## config.mk

```make
export PLATFORM = sky130hd
export DESIGN_NAME = i2s_tx
export DESIGN_NICKNAME = d
export VERILOG_FILES = /design/src/rtl/i2s_tx_pkg.sv /design/src/rtl/i2s_tx_hold.sv /design/src/rtl/i2s_tx_src.sv /design/src/rtl/i2s_tx_ser.sv /design/src/rtl/i2s_tx.sv
export SDC_FILE = /design/constraint.sdc
export NUM_CORES = 1
export LEC_CHECK = 0
export BUFFER_PORTS_ARGS = -buffer_cell sky130_fd_sc_hd__buf_2
export CAP_MARGIN = 20
export CORE_MARGIN = 2
export CORE_UTILIZATION = 47
export CTS_CLUSTER_SIZE = 25
export DETAILED_ROUTE_END_ITERATION = 12
export HOLD_SLACK_MARGIN = 0.06
export MAX_ROUTING_LAYER = met4
export PLACE_DENSITY = 0.7
export SLEW_MARGIN = 20
export SYNTH_ARGS = -nofsm -noshare
export SYNTH_HDL_FRONTEND = slang
export SYNTH_SLANG_ARGS = --single-unit
```

## constraint.sdc

```tcl
create_clock -name clk_i -period 5.9 [get_ports clk_i]
set_input_delay 1.475 -clock clk_i [delete_from_list [all_inputs] [get_ports clk_i]]
set_output_delay 1.475 -clock clk_i [all_outputs]
set_load 0.02 [all_outputs]
```

## src/rtl/i2s_tx_pkg.sv

```systemverilog
`timescale 1ns/1ps
package i2s_tx_pkg;
  localparam int unsigned SMP_W  = 32;
  localparam int unsigned NCH    = 2;
  localparam int unsigned SLEN_W = $clog2(SMP_W) + 1;

  typedef enum logic [2:0] {
    DL_32  = 3'd0,
    DL_24  = 3'd1,
    DL_20  = 3'd2,
    DL_18  = 3'd3,
    DL_16  = 3'd4,
    DL_16P = 3'd5,
    DL_8   = 3'd6,
    DL_8P  = 3'd7
  } dlen_e;

  typedef struct packed {
    logic  lj;
    dlen_e dlen;
    logic  slot24;
    logic  mono;
    logic  fill_prev;
  } cfg_t;

  function automatic logic [SLEN_W-1:0] dlen_bits(dlen_e d);
    case (d)
      DL_32:         return SLEN_W'(32);
      DL_24:         return SLEN_W'(24);
      DL_20:         return SLEN_W'(20);
      DL_18:         return SLEN_W'(18);
      DL_16, DL_16P: return SLEN_W'(16);
      default:       return SLEN_W'(8);
    endcase
  endfunction

  function automatic logic is_packed(dlen_e d);
    return (d == DL_16P) || (d == DL_8P);
  endfunction

  function automatic logic [SLEN_W-1:0] slot_bits(cfg_t c);
    if (c.slot24 && (c.dlen inside {DL_24, DL_20, DL_18})) return SLEN_W'(24);
    return SLEN_W'(32);
  endfunction
endpackage

```

## src/rtl/i2s_tx_hold.sv

```systemverilog
`timescale 1ns/1ps
module i2s_tx_hold #(
  parameter int unsigned W = i2s_tx_pkg::SMP_W
) (
  input  logic         clk_i,
  input  logic         rst_ni,
  input  logic         en_i,
  input  logic         valid_i,
  input  logic [W-1:0] data_i,
  input  logic         take_i,
  output logic         ready_o,
  output logic         full_o,
  output logic [W-1:0] data_o
);
  logic         full_q;
  logic [W-1:0] data_q;

  assign ready_o = en_i && !full_q;
  assign full_o  = full_q;
  assign data_o  = data_q;

  always_ff @(posedge clk_i or negedge rst_ni) begin
    if (!rst_ni) begin
      full_q <= 1'b0;
      data_q <= '0;
    end else if (!en_i) begin
      full_q <= 1'b0;
    end else if (take_i) begin
      full_q <= 1'b0;
    end else if (valid_i && ready_o) begin
      full_q <= 1'b1;
      data_q <= data_i;
    end
  end
endmodule

```

## src/rtl/i2s_tx_src.sv

```systemverilog
`timescale 1ns/1ps
module i2s_tx_src
  import i2s_tx_pkg::*;
#(
  parameter int unsigned W = SMP_W
) (
  input  logic           clk_i,
  input  logic           rst_ni,
  input  logic           load_i,
  input  logic           ch_i,
  input  cfg_t           cfg_i,
  input  logic           hold_full_i,
  input  logic [W-1:0]   hold_data_i,
  output logic           take_o,
  output logic [W-1:0]   word_o,
  output logic [NCH-1:0] ur_o
);
  logic [SLEN_W-1:0] dbits;
  logic [W-1:0]      msk, raw_l, raw_r, smp, fill_l, fill_r;
  logic [W-1:0]      pend_d, pend_q;
  logic              pk, pair, pend_we;
  logic [NCH-1:0]    upd;
  logic [NCH-1:0][W-1:0] upd_val, prev_q;

  always_comb begin
    dbits  = dlen_bits(cfg_i.dlen);
    msk    = ~({W{1'b1}} << dbits);
    pk     = is_packed(cfg_i.dlen);
    pair   = pk || cfg_i.mono;
    raw_l  = hold_data_i;
    raw_r  = hold_data_i;
    if (cfg_i.dlen == DL_16P) begin
      raw_l = W'(hold_data_i[15:0]);
      raw_r = W'(hold_data_i[31:16]);
    end else if (cfg_i.dlen == DL_8P) begin
      raw_l = W'(hold_data_i[7:0]);
      raw_r = W'(hold_data_i[15:8]);
    end
    fill_l = cfg_i.fill_prev ? (prev_q[0] & msk) : '0;
    fill_r = cfg_i.fill_prev ? (prev_q[1] & msk) : '0;
    take_o     = 1'b0;
    ur_o       = '0;
    upd        = '0;
    upd_val[0] = raw_l & msk;
    upd_val[1] = raw_r & msk;
    smp        = '0;
    pend_we    = 1'b0;
    pend_d     = pend_q;
    if (load_i && !ch_i) begin
      pend_we = pair;
      if (hold_full_i) begin
        take_o = 1'b1;
        smp    = raw_l & msk;
        upd[0] = 1'b1;
        upd[1] = pk;
        pend_d = pk ? (raw_r & msk) : (raw_l & msk);
      end else begin
        ur_o[0] = 1'b1;
        ur_o[1] = pk;
        smp     = fill_l;
        pend_d  = pk ? fill_r : fill_l;
      end
    end else if (load_i) begin
      if (pair) begin
        smp = pend_q & msk;
      end else if (hold_full_i) begin
        take_o     = 1'b1;
        smp        = raw_l & msk;
        upd[1]     = 1'b1;
        upd_val[1] = raw_l & msk;
      end else begin
        ur_o[1] = 1'b1;
        smp     = fill_r;
      end
    end
  end

  // MSB-align the sample inside a full-width word
  assign word_o = smp << (SLEN_W'(W) - dbits);

  always_ff @(posedge clk_i or negedge rst_ni) begin
    if (!rst_ni) begin
      prev_q <= '0;
      pend_q <= '0;
    end else begin
      for (int c = 0; c < NCH; c++) begin
        if (upd[c]) prev_q[c] <= upd_val[c];
      end
      if (pend_we) pend_q <= pend_d;
    end
  end
endmodule

```

## src/rtl/i2s_tx_ser.sv

```systemverilog
`timescale 1ns/1ps
module i2s_tx_ser #(
  parameter  int unsigned W      = i2s_tx_pkg::SMP_W,
  localparam int unsigned SW_W   = $clog2(W) + 1,
  localparam int unsigned POS_W  = $clog2(2 * W)
) (
  input  logic            clk_i,
  input  logic            rst_ni,
  input  logic            run_i,
  input  logic            tick_i,
  input  logic            lj_i,
  input  logic [SW_W-1:0] sw_i,
  input  logic [W-1:0]    word_i,
  output logic            frame_start_o,
  output logic            load_o,
  output logic            ch_o,
  output logic            ws_o,
  output logic            sd_o
);
  logic [POS_W-1:0] pos_q;
  logic [POS_W:0]   pos_x, sw_x, last_x;
  logic [W-1:0]     sh_q, cur;
  logic             ws_q, lj_bit_q, sd_q, bit_now;

  assign pos_x  = {1'b0, pos_q};
  assign sw_x   = (POS_W+1)'(sw_i);
  assign last_x = (sw_x << 1) - 1'b1;

  assign frame_start_o = run_i && tick_i && (pos_q == '0);
  assign load_o        = run_i && tick_i && ((pos_q == '0) || (pos_x == sw_x));
  assign ch_o          = (pos_q != '0);

  assign cur     = load_o ? word_i : sh_q;
  assign bit_now = cur[W-1];

  always_ff @(posedge clk_i or negedge rst_ni) begin
    if (!rst_ni) begin
      pos_q    <= '0;
      sh_q     <= '0;
      ws_q     <= 1'b0;
      lj_bit_q <= 1'b0;
      sd_q     <= 1'b0;
    end else if (!run_i) begin
      pos_q    <= '0;
      sh_q     <= '0;
      ws_q     <= 1'b0;
      lj_bit_q <= 1'b0;
      sd_q     <= 1'b0;
    end else if (tick_i) begin
      sh_q     <= cur << 1;
      ws_q     <= (pos_x >= sw_x);
      lj_bit_q <= bit_now;
      // I2S: emit the bit computed one strobe earlier
      sd_q     <= lj_i ? bit_now : lj_bit_q;
      pos_q    <= (pos_x == last_x) ? '0 : pos_q + 1'b1;
    end
  end

  assign ws_o = ws_q;
  assign sd_o = sd_q;
endmodule

```

## src/rtl/i2s_tx.sv

```systemverilog
`timescale 1ns/1ps
module i2s_tx
  import i2s_tx_pkg::*;
#(
  parameter int unsigned W = SMP_W
) (
  input  logic           clk_i,
  input  logic           rst_ni,
  input  logic           en_cmd_i,
  input  logic           dis_cmd_i,
  input  logic           fmt_lj_i,
  input  logic [2:0]     dlen_i,
  input  logic           slot24_i,
  input  logic           mono_i,
  input  logic           fill_prev_i,
  input  logic           ur_clr_i,
  input  logic           bit_tick_i,
  input  logic [W-1:0]   tx_data_i,
  input  logic           tx_valid_i,
  output logic           tx_ready_o,
  output logic           tx_en_o,
  output logic           ws_o,
  output logic           sd_o,
  output logic           ur_o,
  output logic [NCH-1:0] ur_ch_o
);
  logic              en_q;
  cfg_t              cfg_in, cfg_q, cfg_eff;
  logic [SLEN_W-1:0] sw_eff;
  logic              frame_start, load, ch, take, hold_full;
  logic [W-1:0]      hold_data, word;
  logic [NCH-1:0]    ur_pulse;

  always_ff @(posedge clk_i or negedge rst_ni) begin
    if (!rst_ni)        en_q <= 1'b0;
    else if (dis_cmd_i) en_q <= 1'b0;
    else if (en_cmd_i)  en_q <= 1'b1;
  end
  assign tx_en_o = en_q;

  always_comb begin
    cfg_in.lj        = fmt_lj_i;
    cfg_in.dlen      = dlen_e'(dlen_i);
    cfg_in.slot24    = slot24_i;
    cfg_in.mono      = mono_i;
    cfg_in.fill_prev = fill_prev_i;
  end

  always_ff @(posedge clk_i or negedge rst_ni) begin
    if (!rst_ni)          cfg_q <= '0;
    else if (frame_start) cfg_q <= cfg_in;
  end

  // frame start sees the live settings; the rest of the frame uses the capture
  assign cfg_eff = frame_start ? cfg_in : cfg_q;
  assign sw_eff  = slot_bits(cfg_eff);

  i2s_tx_hold #(.W(W)) u_hold (
    .clk_i   (clk_i),
    .rst_ni  (rst_ni),
    .en_i    (en_q),
    .valid_i (tx_valid_i),
    .data_i  (tx_data_i),
    .take_i  (take),
    .ready_o (tx_ready_o),
    .full_o  (hold_full),
    .data_o  (hold_data)
  );

  i2s_tx_src #(.W(W)) u_src (
    .clk_i       (clk_i),
    .rst_ni      (rst_ni),
    .load_i      (load),
    .ch_i        (ch),
    .cfg_i       (cfg_eff),
    .hold_full_i (hold_full),
    .hold_data_i (hold_data),
    .take_o      (take),
    .word_o      (word),
    .ur_o        (ur_pulse)
  );

  i2s_tx_ser #(.W(W)) u_ser (
    .clk_i         (clk_i),
    .rst_ni        (rst_ni),
    .run_i         (en_q),
    .tick_i        (bit_tick_i),
    .lj_i          (cfg_eff.lj),
    .sw_i          (sw_eff),
    .word_i        (word),
    .frame_start_o (frame_start),
    .load_o        (load),
    .ch_o          (ch),
    .ws_o          (ws_o),
    .sd_o          (sd_o)
  );

  for (genvar c = 0; c < NCH; c++) begin : g_flag
    logic flag_q;
    always_ff @(posedge clk_i or negedge rst_ni) begin
      if (!rst_ni)          flag_q <= 1'b0;
      else if (ur_pulse[c]) flag_q <= 1'b1;
      else if (ur_clr_i)    flag_q <= 1'b0;
    end
    assign ur_ch_o[c] = flag_q;
  end

  assign ur_o = |ur_ch_o;
endmodule

```

=== Word level (Yosys, flattened, before mapping) ===
Cells that the tools add are included.

* Flip-flop bits (word level): 180
* Latch bits: 0
* Memory bits (writable): 0
* Memory bits (read-only): 0
* Output and inout port bits: 7
* Logic and storage cells: 122
* Memories kept: 0

* $add $sub $neg: 3
* Multipliers: 0
* Div/mod/pow operators: 0
* Order comparisons: 1
* Eq/ne operators: 10
* Shifts and indexed selects: 2
* Mux-type cells: 58
* Bitwise logic cells: 7
* Reductions and logical operators: 23

{| class="wikitable"
|+ Operators by type and width
! kind !! number
|-
| 32-bit 2-to-1 mux || 21
|-
| 32-bit bitwise AND || 5
|-
| 32-bit inverter || 1
|-
| 32-bit by 6-bit left shift with 32-bit output || 1
|-
| 32-bit by 6-bit left shift with 32-bit output (first input constant) || 1
|-
| 6-bit 2-to-1 mux || 5
|-
| 6-bit case mux with 5 select lines || 1
|-
| 1-bit 2-to-1 mux || 28
|-
| 3-bit == test (second input constant) || 3
|-
| 6-bit by 7-bit == test with 1-bit output || 1
|-
| 1-bit logical AND || 7
|-
| 7-bit 2-to-1 mux || 1
|-
| 7-bit by 1-bit subtractor with 7-bit output (second input constant) || 1
|-
| 6-bit by 1-bit adder with 6-bit output (second input constant) || 1
|-
| 3-bit by 2-bit == test with 1-bit output (second input constant) || 2
|-
| 6-bit == test || 1
|-
| 6-bit greater-or-equal comparator || 1
|-
| 6-bit logical NOT || 1
|-
| 2-bit nonzero test || 3
|-
| 6-bit nonzero test || 1
|-
| 6-bit subtractor (first input constant) || 1
|-
| 2-bit 2-to-1 mux || 2
|-
| 2-bit OR reduction || 2
|-
| 3-bit by 1-bit == test with 1-bit output (second input constant) || 1
|-
| 9 further kinds || 12
|}

=== Logic depth before layout (Yosys ltp) ===
* Depth after elaboration: 19
* Depth in mapped cells: 23
* Gate-level depth less buffers: 19

=== By module ===
Synthesis repeated with hierarchy kept, for this count alone.

* Cell total of the unflattened synthesis: 1238
* Area, all modules: 11213.3 um^2

{| class="wikitable"
|+ By module, submodules not included
! module !! instances !! cells each !! area an instance (um^2) !! seq. area each (um^2)
|-
| i2s_tx_src || 1 || 901 || 7056.8 || 2402.3
|-
| i2s_tx_ser || 1 || 234 || 2343.5 || 1001.0
|-
| i2s_tx_hold || 1 || 73 || 1393.8 || 825.8
|-
| i2s_tx || 1 || 30 || 419.2 || 250.2
|}

=== Worst setup path after synthesis ===
OpenSTA, ideal clock, no wires.

* Path type: input to register
* From: input bit_tick_i
* To: register u_ser.sh_q[31]
* Library setup time: 126 ps
* Data arrival time: 5734 ps
* Data required time: 5774 ps
* Path slack: 40 ps
* Stages on the path: 21
* Path through: buf_2 and4b_1 buf_4 nand2_1 buf_2 buf_1 clkbuf_1 nor3_1 a21oi_1 or2_2 ha_1 inv_1 ha_1 nand3b_1 and4_1 o221a_2 a31oi_1 o211ai_1 mux2_2 mux4_2 a221o_1

* Word-level cells in the longest chain between the ends: 18
* Elaborated cells on any way between the ends: 43
* Those cells by class: 1 x add/sub; 8 x eq/ne; 2 x shift; 16 x mux; 5 x bitwise; 11 x reduce/logical

{| class="wikitable"
|+ Ends and longest elaborated chain
! item !! line !! source
|-
| start: declaration || i2s_tx.sv:17 || <nowiki>input logic bit_tick_i,</nowiki>
|-
| 1-bit logical AND || i2s_tx_ser.sv:29, i2s_tx_ser.sv:30 ||
|-
| 1-bit logical AND || i2s_tx_ser.sv:29 || <nowiki>assign frame_start_o = run_i && tick_i && (pos_q == '0);</nowiki>
|-
| 7-bit 2-to-1 mux || -- ||
|-
| 3-bit == test, on equally long branches || i2s_tx_pkg.sv:27, i2s_tx_pkg.sv:38, i2s_tx_src.sv:32 ||
|-
| 2-bit OR reduction || i2s_tx_pkg.sv:27 || <nowiki>case (d)</nowiki>
|-
| 6-bit case mux with 5 select lines || i2s_tx_pkg.sv:27 ||
|-
| 32-bit by 6-bit left shift with 32-bit output || i2s_tx_src.sv:27 || <nowiki>msk = ~({W{1'b1}} << dbits);</nowiki>
|-
| 32-bit inverter || i2s_tx_src.sv:27 ||
|-
| [... 2 more ...] || -- ||
|-
| 32-bit 2-to-1 mux || i2s_tx_src.sv:66 || <nowiki>end else if (hold_full_i) begin</nowiki>
|-
| 32-bit 2-to-1 mux || i2s_tx_src.sv:64 || <nowiki>if (pair) begin</nowiki>
|-
| 32-bit 2-to-1 mux || i2s_tx_src.sv:63 || <nowiki>end else if (load_i) begin</nowiki>
|-
| 32-bit 2-to-1 mux || i2s_tx_src.sv:49 || <nowiki>if (load_i && !ch_i) begin</nowiki>
|-
| 32-bit by 6-bit left shift with 32-bit output || i2s_tx_src.sv:79 || <nowiki>assign word_o = smp << (SLEN_W'(W) - dbits);</nowiki>
|-
| 32-bit 2-to-1 mux || i2s_tx_ser.sv:33 || <nowiki>assign cur = load_o ? word_i : sh_q;</nowiki>
|-
| 32-bit 2-to-1 mux || i2s_tx_ser.sv:49 || <nowiki>end else if (tick_i) begin</nowiki>
|-
| 32-bit 2-to-1 mux || i2s_tx_ser.sv:43 || <nowiki>end else if (!run_i) begin</nowiki>
|-
| end signal: assignment || i2s_tx_ser.sv:50 || <nowiki>sh_q <= cur << 1;</nowiki>
|-
| end: declaration || i2s_tx_ser.sv:22 || <nowiki>logic [W-1:0] sh_q, cur;</nowiki>
|}

Parallel ways exist; a longest one is shown, timed or not. The select of a mux whose other input is x is not followed.
A chain may end at the register's enable or synchronous reset.

=== Worst setup path in the final report ===
* From: input bit_tick_i
* To: register u_ser.sh_q[16]

The elaborated chain is that of the path after synthesis.

==> results.yml <==
floorplan:
  num_io_pins: 53
  die_w_um: 159.9
  die_h_um: 159.9
  core_area_um2: 24110
  initial_core_util_pct: 47.36
  num_rows: 57
  die_area_um2: 25560
grt:
  grt_pass1_wl_um: 73100
  antenna_found_initial: 0
  grt_pass1_vias: 11230
  grt_usage_pct: 38.72
  overflow: 0
  grt_max_degree: 113
placed_design:
  port_buffers: 52
  hpwl_um: 34510
  routabilityCongestion: 1.054
  preCtsSetupSlack_ns: 0.1376
  place_area_um2: 12230
layout:
  final_common_cell: "nand2_1"
  syn_to_final_growth_pct: 12.32
  final_nets: 1472
  diodes: 0
  final_cell_area_um2: 12820
  fillCellCount: 2355
  final_cell_mix: "nand2_1, dfrtp_1, o21ai_0"
  post_route_cells_drive_above_1_share_pct: 16.72
detailed_routing:
  m1WireLength_um: 19830
  drt-initial-drc-count: 1621
  routed_wl_um: 47630
  wl_met2_um: 20770
  vias: 11790
  dr.pass1.iters: 6
  wl_met3_um: 4778
  top_layer: "met4"
  vias_per_cell: 6.723
  wl_per_cell_um: 27.17
  drc: 0
  ant_nets: 0
critical_path:
  crit_required_ns: 6.29
  start_kind: "input port"
  r2r-start: "u_ser.pos_q[3]"
  critPathBufInv: 4
  crit_type: "in2reg"
  worst_r2r_endpoint: "u_ser.sh_q[16]"
  cp_top_family: "compound AO/OA/AOI/OAI gates"
  cpMostUsedCell: "buf_4"
  crit_path_end_kind: "register"
  reg2reg_depth: 16
  path_cells: "buf_2 > and4b_1 > nand2_2 > o31ai_1 > or3_1 > inv_1 > ha_1 > and3_1 > nand3_1 > buf_4 > a21o_1 > o32ai_1 > o22a_1 > a21oi_1 > a221oi_1 > buf_4 > a221o_1"
  cp_slowest_stage_delay_ns: 0.59
  regToRegSetupSlack_ns: 0.85
  cp_max_fo: 12
  arrival_ns: 5.79
  critPathSlowestCell: "o32ai_1"
sta:
  fin_crit_sh_pct: 91.46
  worst_slew_margin_rel_pct: 36.18
  tightest_slew_ns: 0.9572
  setup_ws_ns: 0.5038
  hold_viol: 0
  rsz0062_at_grt: "false"
  fin_worst_skew_ns: 0.01838
  report.final.slew_viol_count: 0
  tns_ns: 0
  setup_violations: 0
  fmax_mhz: 185.3
  fin_crit_ns: 5.396
yosys:
  ys_ff_latch: 179
  synth_edf_count: 0
  synthCells: 1380
  synth_nets: 1435
  yosys.cell_types.count: 83
  synth_area_um2: 11420
  syn_avg_cell_area_um2: 8.273
  yosysWarningCount: 0
  async_flop_share_pct: 100.0
  seq_area_frac_synth_pct: 39.23
  synth_flop_cell: "dfrtp_1"
clock_network:
  clock_latency_ns: 0.46
  cts_buffers: 17
  ctsHoldBuffers: 0
  cts.sinks: 179
  postCtsResizedCells: 0
  cts_max_level: 4
  clk_pin_slew_ns: 0.08
  ctsLongestPathBuffers: 2
  cts_setup_buffers: 0
  cts_tree: "done"
  clockRootBuffer: "clkbuf_16"
worst_hold_path:
  hold_class: "reg2reg"
  hold_end: "u_src.pend_q[22]"
  hold_path_depth: 2
  worstHoldStart: "u_src.pend_q[22]"
pwr:
  power.density_nw_per_um2: 327.9
  power_leakage_nw: 5.495
  max-vdd-ir-drop_uv: 196.3
run:
  cap_violations: 0
run_status:
  status: "completed"
-- area by class of cell --
cell class / count / area [um^2] / area share (%)
clock buffers: 17 / 425.4 / 3.317
repair buffers: 127 / 832.0 / 6.488
inverters: 29 / 108.9 / 0.8489
well taps: 324 / 405.4 / 3.161
multi-input cells: 1063 / 6409 / 49.98
flip-flops and latches: 179 / 4481 / 34.94
clock inverters: 14 / 162.7 / 1.268
-- worst register-to-register path: stages (launching register included) --
cell and delay [ns]:
dfrtp_1 0.49, or3_1 0.62, nor2_2 0.29, a21oi_1 0.13
or2_2 0.34, ha_1 0.25, inv_1 0.07, ha_1 0.37
nand3b_1 0.24, and4_1 0.25, o21ai_0 0.11, a311oi_1 0.50
o22a_1 0.32, mux2i_1 0.15, a221oi_1 0.57, buf_4 0.20
a221o_1 0.10
-- metal layers --
layer	vias to the layer above	track usage, %
li1	5156	-
met1	5692	53.18
met2	782	55.65
met3	155	8.286
met4	0	16.05
met5	-	-
-- sequential cells by signal, summed over array words and instances, names as in the netlist --
name / count
u_src.pend_q: 32
g_flag.flag_q: 2
u_hold.full_o: 1
u_ser.sh_q: 31
u_ser.lj_bit_q: 1
cfg_q: 7
u_ser.pos_q: 6
u_src.prev_q: 64
u_ser.ws_o: 1
tx_en_o: 1
u_ser.sd_o: 1
u_hold.data_o: 32
-- kinds of logic (layout without fill, tap and decap cells) --
logic type | count (synthesis) | after routing | share of synthesized area, %
xor gates and xnor gates | 1 | 1 | 0.07673
and+or+nand+nor | 486 | 486 | 18.96
DFF | 179 | 179 | 39.23
adders and majority gates | 11 | 11 | 1.162
AOI/OAI and AO/OA | 489 | 489 | 28.25
muxes | 76 | 76 | 7.364
buffers and inverters | 138 | 187 | 4.953
-- worst max-delay path by stage --
stage	startpoint	end	slack [ns]	cells past startpoint
6_report	bit_tick_i	u_ser.sh_q[16]	0.50	17
5_1_grt	bit_tick_i	u_ser.sh_q[16]	0.39	17
4_1_cts	bit_tick_i	u_ser.sh_q[16]	0.58	17
3_5_place_dp	bit_tick_i	u_ser.sh_q[16]	0.14	17
3_3_place_gp	bit_tick_i	u_ser.sh_q[16]	0.20	18
2_1_floorplan	bit_tick_i	u_ser.sh_q[31]	0.04	21
-- through the flow --
step / hold slack (ns) / cells / power [mW] / utilization, %
finish: 0.4739 / 1753 / 4.205 / 53.20
global route: 0.4955 / 1753 / 4.377 / 53.20
CTS: 0.4754 / 1753 / 4.152 / 53.19
detailed placement: 0.4605 / 1722 / 2.990 / 50.75
global placement: 0.4559 / 1722 / 2.993 / 50.75
floorplan: 0.4323 / 1380 / 2.414 / -
-- power breakdown --
| part | switching (mW) | leakage (nW) | internal, mW |
|---|---|---|---|
| registers | 0.250 | 2.37 | 1.42 |
| clock network | 0.600 | 0.287 | 0.569 |
| logic | 0.915 | 2.84 | 0.456 |
-- synth_stat cells, types with 17 or more instances --
library cell / number / area share [%]
nor3_1: 19 / 0.83
mux2i_1: 23 / 2.0
a22oi_1: 42 / 2.8
o31ai_1: 21 / 1.4
nor2_1: 71 / 2.3
nand3_1: 41 / 1.8
o21ai_0: 144 / 6.3
inv_1: 27 / 0.89
a31oi_1: 24 / 1.3
clkbuf_1: 84 / 2.8
a21oi_1: 98 / 4.3
nand2_1: 264 / 8.7
dfrtp_1: 179 / 39
a22o_1: 17 / 1.3
mux2_2: 51 / 5.0
No activity file was read; power rests on OpenSTA's default activity.
